### config.mk
export PLATFORM = sky130hd
export DESIGN_NAME = gpio16_port
export DESIGN_NICKNAME = d
export VERILOG_FILES = /design/src/rtl/gpio16_pkg.sv /design/src/rtl/gpio16_regfile.sv /design/src/rtl/gpio16_detect.sv /design/src/rtl/gpio16_port.sv
export SDC_FILE = /design/constraint.sdc
export NUM_CORES = 1
export LEC_CHECK = 0
export CAP_MARGIN = 20
export CORE_ASPECT_RATIO = 0.5
export CORE_UTILIZATION = 50
export DETAILED_ROUTE_END_ITERATION = 7
export PLACE_DENSITY = 0.79
export SLEW_MARGIN = 20
export SYNTH_ARGS = -nofsm -noshare
export SYNTH_HDL_FRONTEND = slang
export SYNTH_SLANG_ARGS = --single-unit
### constraint.sdc
create_clock -name clk -period 2.8 [get_ports clk]
set_clock_uncertainty 0.1 [all_clocks]
set_input_delay 0.42 -clock clk [delete_from_list [all_inputs] [get_ports clk]]
set_output_delay 0.42 -clock clk [all_outputs]
set_load 0.01 [all_outputs]
### src/rtl/gpio16_pkg.sv
package gpio16_pkg;
  localparam int unsigned OFS_DIN  = 'h00;
  localparam int unsigned OFS_DOUT = 'h04;
  localparam int unsigned OFS_DIR  = 'h08;
  localparam int unsigned OFS_POL  = 'h0C;
  localparam int unsigned OFS_MASK = 'h10;
  localparam int unsigned OFS_STAT = 'h14;
  localparam int unsigned OFS_QUAL = 'h18;

  typedef enum logic [2:0] {
    SEL_NONE, SEL_DIN, SEL_DOUT, SEL_DIR, SEL_POL, SEL_MASK, SEL_STAT, SEL_QUAL
  } reg_sel_e;
endpackage

### src/rtl/gpio16_regfile.sv
module gpio16_regfile
  import gpio16_pkg::*;
#(
  parameter int N  = 16,
  parameter int AW = 8
) (
  input  logic          clk,
  input  logic          rst_n,
  input  logic          sel,
  input  logic          we,
  input  logic          full,
  input  logic [AW-1:0] addr,
  input  logic [N-1:0]  wdata,
  input  logic [N-1:0]  sample,
  input  logic [N-1:0]  status,
  output logic [N-1:0]  dout,
  output logic [N-1:0]  dir,
  output logic [N-1:0]  pol,
  output logic [N-1:0]  mask,
  output logic [N-1:0]  qual,
  output logic [N-1:0]  stat_clr,
  output logic [N-1:0]  rdata
);
  reg_sel_e rsel;
  logic     wr;

  always_comb begin
    unique case (addr)
      AW'(OFS_DIN):  rsel = SEL_DIN;
      AW'(OFS_DOUT): rsel = SEL_DOUT;
      AW'(OFS_DIR):  rsel = SEL_DIR;
      AW'(OFS_POL):  rsel = SEL_POL;
      AW'(OFS_MASK): rsel = SEL_MASK;
      AW'(OFS_STAT): rsel = SEL_STAT;
      AW'(OFS_QUAL): rsel = SEL_QUAL;
      default:       rsel = SEL_NONE;
    endcase
  end

  assign wr       = sel & we & full;
  assign stat_clr = (wr && rsel == SEL_STAT) ? wdata : '0;

  always_ff @(posedge clk or negedge rst_n) begin
    if (!rst_n) begin
      dout <= '1;
      dir  <= '1;
      pol  <= '1;
      mask <= '1;
      qual <= '1;
    end else if (wr) begin
      case (rsel)
        SEL_DOUT: dout <= wdata;
        SEL_DIR:  dir  <= wdata;
        SEL_POL:  pol  <= wdata;
        SEL_MASK: mask <= wdata;
        SEL_QUAL: qual <= wdata;
        default: ;
      endcase
    end
  end

  always_comb begin
    rdata = '0;
    if (full) begin
      case (rsel)
        SEL_DIN:  rdata = sample & qual;
        SEL_DOUT: rdata = dout;
        SEL_DIR:  rdata = dir;
        SEL_POL:  rdata = pol;
        SEL_MASK: rdata = mask;
        SEL_STAT: rdata = status;
        SEL_QUAL: rdata = qual;
        default:  rdata = '0;
      endcase
    end
  end
endmodule

### src/rtl/gpio16_detect.sv
module gpio16_detect #(
  parameter int N = 16
) (
  input  logic         clk,
  input  logic         rst_n,
  input  logic [N-1:0] pin_in,
  input  logic [N-1:0] dir,
  input  logic [N-1:0] pol,
  input  logic [N-1:0] mask,
  input  logic [N-1:0] stat_clr,
  output logic [N-1:0] sample,
  output logic [N-1:0] hit,
  output logic [N-1:0] status
);
  logic [N-1:0] prev;

  always_ff @(posedge clk or negedge rst_n) begin
    if (!rst_n) begin
      sample <= '0;
      prev   <= '0;
    end else begin
      sample <= pin_in;
      prev   <= sample;
    end
  end

  for (genvar i = 0; i < N; i++) begin : g_line
    logic rise, fall;
    assign rise   = sample[i] & ~prev[i];
    assign fall   = ~sample[i] & prev[i];
    assign hit[i] = dir[i] & ~mask[i] & (pol[i] ? rise : fall);

    always_ff @(posedge clk or negedge rst_n) begin
      if (!rst_n)        status[i] <= 1'b0;
      else if (hit[i])   status[i] <= 1'b1;
      else if (stat_clr[i]) status[i] <= 1'b0;
    end
  end
endmodule

### src/rtl/gpio16_port.sv
module gpio16_port #(
  parameter int N_LINES = 16,
  parameter int ADDR_W  = 8
) (
  input  logic               clk,
  input  logic               rst_n,
  input  logic               bus_sel,
  input  logic               bus_we,
  input  logic               bus_full,
  input  logic [ADDR_W-1:0]  bus_addr,
  input  logic [N_LINES-1:0] bus_wdata,
  output logic [N_LINES-1:0] bus_rdata,
  input  logic [N_LINES-1:0] pin_in,
  output logic [N_LINES-1:0] pin_out,
  output logic [N_LINES-1:0] pin_oe,
  output logic               irq
);
  logic [N_LINES-1:0] dout, dir, pol, mask, qual;
  logic [N_LINES-1:0] stat_clr, sample, hit_vec, stat_q;

  gpio16_regfile #(.N(N_LINES), .AW(ADDR_W)) u_regs (
    .clk(clk), .rst_n(rst_n), .sel(bus_sel), .we(bus_we), .full(bus_full),
    .addr(bus_addr), .wdata(bus_wdata), .sample(sample), .status(stat_q),
    .dout(dout), .dir(dir), .pol(pol), .mask(mask), .qual(qual),
    .stat_clr(stat_clr), .rdata(bus_rdata)
  );

  gpio16_detect #(.N(N_LINES)) u_det (
    .clk(clk), .rst_n(rst_n), .pin_in(pin_in), .dir(dir), .pol(pol),
    .mask(mask), .stat_clr(stat_clr), .sample(sample), .hit(hit_vec),
    .status(stat_q)
  );

  assign pin_oe  = ~dir;
  assign pin_out = dout & ~dir;
  assign irq     = |stat_q;
endmodule

==> results of run 1 <==
[final cells by class]
| cell class | instances | area share, % |
|---|---|---|
| Timing Repair Buffer | 151 | 16.8 |
| Tap cell | 165 | 2.48 |
| Sequential cell | 128 | 39.7 |
| Clock buffer | 19 | 5.33 |
| Inverter | 38 | 1.72 |
| Clock inverter | 13 | 1.93 |
| Multi-Input combinational cell | 358 | 32.0 |
[sequential cells by signal, summed over array words and instances (netlist names)]
name	cells
u_regs.mask	16
u_det.sample	16
u_regs.pol	16
u_det.status	16
u_regs.dout	16
u_regs.dir	16
u_det.prev	16
u_regs.qual	16
[worst min-delay path by stage]
stage | cells past startpoint | slack (ns) | endpoint
CTS | 0 | 0.33 | u_det.prev[5]$_DFF_PN0_
finish | 0 | 0.33 | u_det.prev[3]$_DFF_PN0_
floorplan | 0 | 0.02 | u_det.prev[0]$_DFF_PN0_
global placement | 0 | 0.31 | u_det.prev[13]$_DFF_PN0_
global route | 1 | 0.32 | u_det.sample[9]$_DFF_PN0_
detailed placement | 0 | 0.32 | u_det.prev[3]$_DFF_PN0_
[kinds of logic (layout without fill, tap and decap cells)]
group / Yosys count / after routing
simple gates: 138 / 138
mux: 81 / 81
compound gates: 139 / 139
flops: 128 / 128
buf+inv: 68 / 221
[per-stage QoR]
stage,setup TNS [ns],instances,setup slack (ns),util [%]
2_1_floorplan,0,554,0.390,-
3_3_place_gp,-5.11,833,-0.393,64.1
3_5_place_dp,-5.85,833,-0.435,64.1
4_1_cts,0,870,0.00282,69.4
5_1_grt,-0.00980,872,-0.00441,69.6
6_report,0,872,0.0488,69.6
[timing repair]
item                                    in CTS  in global routing
hold buffers                                 1                  0
gates resized for setup                     30                 30
buffers inserted                             4                  2
pin swaps                                    0                  6
endpoints found under the setup margin      16                 14
hold endpoints to repair                    15                  0
[cell usage after synthesis (8+ instances only)]
cell,number
inv_1,38
dfstp_2,80
a32oi_1,10
mux2_2,80
nand3b_1,10
nor2b_1,16
a21oi_1,32
o21ai_0,43
clkbuf_1,16
a221oi_1,10
buf_2,8
a32o_1,16
nor2_1,16
dfrtp_1,48
o32ai_1,10
nand2_1,73
[per-layer routing]
layer  routed length (µm)  track usage [%]
met1                 7570             39.8
met2                 8120             44.3
met3                 1510             6.92
met4                  232             8.94
met5                    0                0
[power by group]
group / internal, mW / switching (mW)
Clock: 1.42 / 0.849
Sequential: 1.93 / 0.0621
Combinational: 0.188 / 0.202
Total: 3.55 / 1.11
==> qor.csv, run 1 <==
metric,value,unit
largest family of logic cells by synthesized area,compound AO/OA/AOI/OAI gates,
Worst Setup EP,irq,
CP top delay family,simple AND/OR/NAND/NOR gates,
H-tree depth,4,
area share of the largest cell type after synthesis,34.0,%
CTS tree,built,
Post-Synth Simple-Gate Area,12.2,%
multi-input combinational cell area,2660,µm²
CP arrival,2.23,ns
post-route ant nets,0,
total congestion overflow,0,
PD cells,560,nW/µm²
sequential area share after synthesis,53.4,%
Core Box Area,11900,µm²
Post-synth EDFFs,0,
critical path peak fanout,3,
Fmax,0.363,GHz
"Avg Cell Area, Syn",11.2,µm²
# fillers,833,
detailed placement HPWL,11800,µm
Tcrit/Tclk final,98.3,%
clk sinks,128,
# Max-Cap Violations,0,
initial antenna violation count,0,
Startpoint Class,flip-flop,
Routed Wire Length,17400,µm
leak pwr,3.32,nW
Die Wd,159,µm
post-route cell area,8310,µm²
drt via density,5.93,
clock-pin slew on the worst setup and hold paths,0.06,ns
Post-Synth Adder-Cell Area,0,%
CTS Buf Count,17,
most frequent cells in the layout,"mux2_2, dfstp_2, clkdlybuf4s50_1, nand2_1, buf_4",
fraction of synthesized area in multiplexers,14.7,%
GPL Wtd Cong,0.883,
Synth Area in Compound Gates,15.0,%
crit path cell chain,"nor4_1, nand4_1, clkdlybuf4s50_1",
worst setup path start,u_det.status[3]$_DFFE_PN0P_,
Main synth FF type,dfstp_2,
number of global-route vias before repair,5059,
Post-Place Cell Area,7650,µm²
Yosys Warn Count,0,
Total Routing Usage GR,28.6,%
Critical Path End Type,primary output,
Area contributors post-synth,"dfstp_2, dfrtp_1, mux2_2, nand2_1, o21ai_0",
Worst EP required,2.28,ns
Bufs and invs on worst path,1,
per-cell routed wire length,20.0,µm
Total Power,4.66,mW
Final min period,2.75,ns
largest net degree at the start of global routing,43,
status,"complete, no violations",
I/O pins,94,
"Net Count, Synth",599,
worst r2r src,u_regs.pol[15]$_DFFE_PN1P_,
Hold Crit Class,flip-flop to flip-flop,
Starting Density,51.8,%
# setup viols final,0,
max-slew violations,0,
Slew headroom,56.5,%
Reg2Reg Depth,4,
register bit count reported by yosys,128,
WHS,0.327,ns
clk root buf,clkbuf_16,
Least-Margin Pin Slew,0.646,ns
Post-Syn Instances,554,
Mapped Area,6190,µm²
DR iter-0 viols,464,
first-pass GRT wire length,27600,µm
Worst path slowest cell,nor4_1,
DRT Pass-1 Iters,5,
Port-buffer cells,93,
XOR/XNOR Fraction of Synth Area,0,%
Row Count,28,
die area,12900,µm²
Async SR Flop Fraction,100,%
Final Hold Fails,0,
"area leader, netlist",dfstp_2,
"Distinct cells, synth",41,
Crit path largest cell delay,0.61,ns
DRC errors left,0,
die height,80.7,µm
FF/Latch Area,3300,µm²
share of cells above drive strength 1,39.7,%
Worst VDD drop,0.318,mV
Critical Path Stages,3,
hold path startpoint,u_det.sample[3]$_DFF_PN0_,
area grow syn2layout,34.3,%
FF-to-FF End,u_det.status[15]$_DFFE_PN0P_,
reg2reg setup slack,1.56,ns
via count,5173,
ANT cells,0,
Nets,739,
Worst-Skew Late Latency,0.42,ns
clk buf depth,2,
CP Class,flip-flop to primary output,
(Power assumes the default switching activity.)
==> run 2: changes to the inputs <==
--- a/config.mk
+++ b/config.mk
@@ -8,6 +8,7 @@
 export CAP_MARGIN = 20
 export CORE_ASPECT_RATIO = 0.5
 export CORE_UTILIZATION = 50
+export CTS_CLUSTER_DIAMETER = 60
 export DETAILED_ROUTE_END_ITERATION = 7
 export PLACE_DENSITY = 0.79
 export SLEW_MARGIN = 20
==> results of run 2 <==
No change in the layout: final DEF, timing and power equal those of run 1.
==> run 3: changes to the inputs <==
--- a/config.mk
+++ b/config.mk
@@ -7,11 +7,13 @@
 export LEC_CHECK = 0
 export CAP_MARGIN = 20
 export CORE_ASPECT_RATIO = 0.5
-export CORE_UTILIZATION = 50
+export CORE_MARGIN = 2
+export CORE_UTILIZATION = 35
 export CTS_CLUSTER_DIAMETER = 60
 export DETAILED_ROUTE_END_ITERATION = 7
-export PLACE_DENSITY = 0.79
+export PLACE_DENSITY = 0.59
 export SLEW_MARGIN = 20
 export SYNTH_ARGS = -nofsm -noshare
 export SYNTH_HDL_FRONTEND = slang
+export SYNTH_HIERARCHICAL = 1
 export SYNTH_SLANG_ARGS = --single-unit
==> run 3 against run 2 <==
  * Fmax increased by 0.96%
  * First-iteration DRC count decreased by 49%
  * Non-clock buffer count decreased by 14
  * Total power decreased by 5.4%
  * Count of clock-buffer cells in the layout decreased by 1
  * Hold slack got worse by 0.31 ns
  * Clock power decreased by 6%
  * Largest cell class unchanged
  * Largest power group unchanged
  * Highest routed layer unchanged
==> qor.csv, run 3 <==
metric,value,unit
clk root buf,clkbuf_16,
Yosys Warn Count,6,
reg2reg setup slack,1.64,ns
clk sinks,128,
Critical Path End Type,primary output,
Die Wd,198,µm
Worst VDD drop,0.406,mV
Routed Wire Length,16800,µm
CP arrival,2.20,ns
dpl cells,886,
first-pass GRT wire length,26700,µm
Post-Place Cell Area,8070,µm²
number of global-route vias before repair,4754,
"Net Count, Synth",562,
CTS Buf Count,17,
Post-Syn Instances,517,
Total Routing Usage GR,17.8,%
largest net degree at the start of global routing,129,
detailed placement HPWL,11600,µm
Mapped Area,6600,µm²
Total Power,4.40,mW
die height,101,µm
DRT Pass-1 Iters,4,
post-route insts no fill,921,
# setup viols final,0,
worst setup path start,bus_addr[1],
GPL Wtd Cong,0.807,
Hold Crit Class,input port to async pin,
worst r2r src,u_regs/pol[5]$_DFFE_PN1P_,
Final Hold Fails,0,
Nets,694,
total congestion overflow,0,
Port-buffer cells,93,
# Max-Cap Violations,0,
most frequent cells in the layout,"dfstp_2, clkdlybuf4s50_1, mux2_2, inv_1, dfrtp_1",
clk buf depth,2,
Reg2Reg Depth,3,
status,"complete, no violations",
Row Count,35,
via count,4552,
clock-pin slew on the worst setup and hold paths,0.06,ns
drt via density,4.94,
Slew headroom,54.4,%
die area,20100,µm²
Least-Margin Pin Slew,0.683,ns
Post-CTS Hold Buffers,0,
CTS tree,built,
critical path peak fanout,6,
Tcrit/Tclk final,97.3,%
post-route cell area,8640,µm²
"most common cell after layout, fill and taps aside",dfstp_2,
initial antenna violation count,0,
# fillers,1671,
Fmax,0.367,GHz
PD cells,510,nW/µm²
FF-to-FF End,u_det/status[5]$_DFFE_PN0P_,
max-slew violations,0,
WHS,0.0212,ns
Startpoint Class,input port,
"Avg Cell Area, Syn",12.8,µm²
per-cell routed wire length,18.3,µm
Worst-Skew Late Latency,0.41,ns
Final min period,2.72,ns
area grow syn2layout,30.8,%
share of cells above drive strength 1,45.0,%
Worst EP required,2.28,ns
I/O pins,94,
DR iter-0 viols,235,
setup TNS,0,ns
Core Box Area,18400,µm²
Starting Density,35.8,%
leak pwr,3.55,nW
H-tree depth,4,
post-route ant nets,0,
RSZ-0062 raised after global routing,yes,
ANT cells,0,
CP Class,input port to primary output,
DRC errors left,0,
[run 3: what timing repair did]
item | 4_1_cts | 5_1_grt
setup endpoints to repair | 16 | 17
pin swaps | 9 | 2
buffers inserted | 3 | 0
gates resized for setup | 67 | 6
[run 3: metrics by stage]
step / util (%) / worst slack [ns]
after floorplan: - / 0.365
after CTS: 46.7 / 0.0102
after global placement: 43.8 / -0.335
after global routing: 46.9 / -0.0168
after detailed placement: 43.8 / -0.347
final: 46.9 / 0.0751
[run 3: report_power, final]
| group | switching (mW) | internal [mW] |
|---|---|---|
| sequential | 0.0386 | 1.91 |
| combinational | 0.162 | 0.158 |
| clock | 0.878 | 1.25 |
| total | 1.08 | 3.33 |
[run 3: worst max path at each step]
stage / depth (start not counted) / slack, ns / to
after floorplan: 5 / 0.36 / bus_rdata[11]
after global placement: 7 / -0.33 / bus_rdata[4]
after detailed placement: 7 / -0.35 / bus_rdata[5]
after CTS: 7 / 0.01 / bus_rdata[4]
after global routing: 7 / -0.02 / bus_rdata[4]
final: 6 / 0.08 / bus_rdata[3]
[run 3: final cells by class]
cell class,count,area (µm²),area share (%)
Sequential cell,128,3300,38.2
Timing Repair Buffer,137,1230,14.2
Tap cell,259,324,3.75
Inverter,59,221,2.56
Multi-Input combinational cell,306,2990,34.6
Clock buffer,18,439,5.08
Clock inverter,14,134,1.55
[run 3: routing by layer]
layer / share of wire, % / GRT usage [%]
met3: 3.9 / 3.96
met5: 0 / 0
met4: 1.1 / 5.84
met2: 46 / 27.6
met1: 49 / 24.8
[run 3: critical path, stage by stage]
cell             delay, ns
clkdlybuf4s50_1       0.46
or4b_2                0.68
buf_4                 0.20
o32ai_1               0.12
a22o_1                0.19
buf_2                 0.13
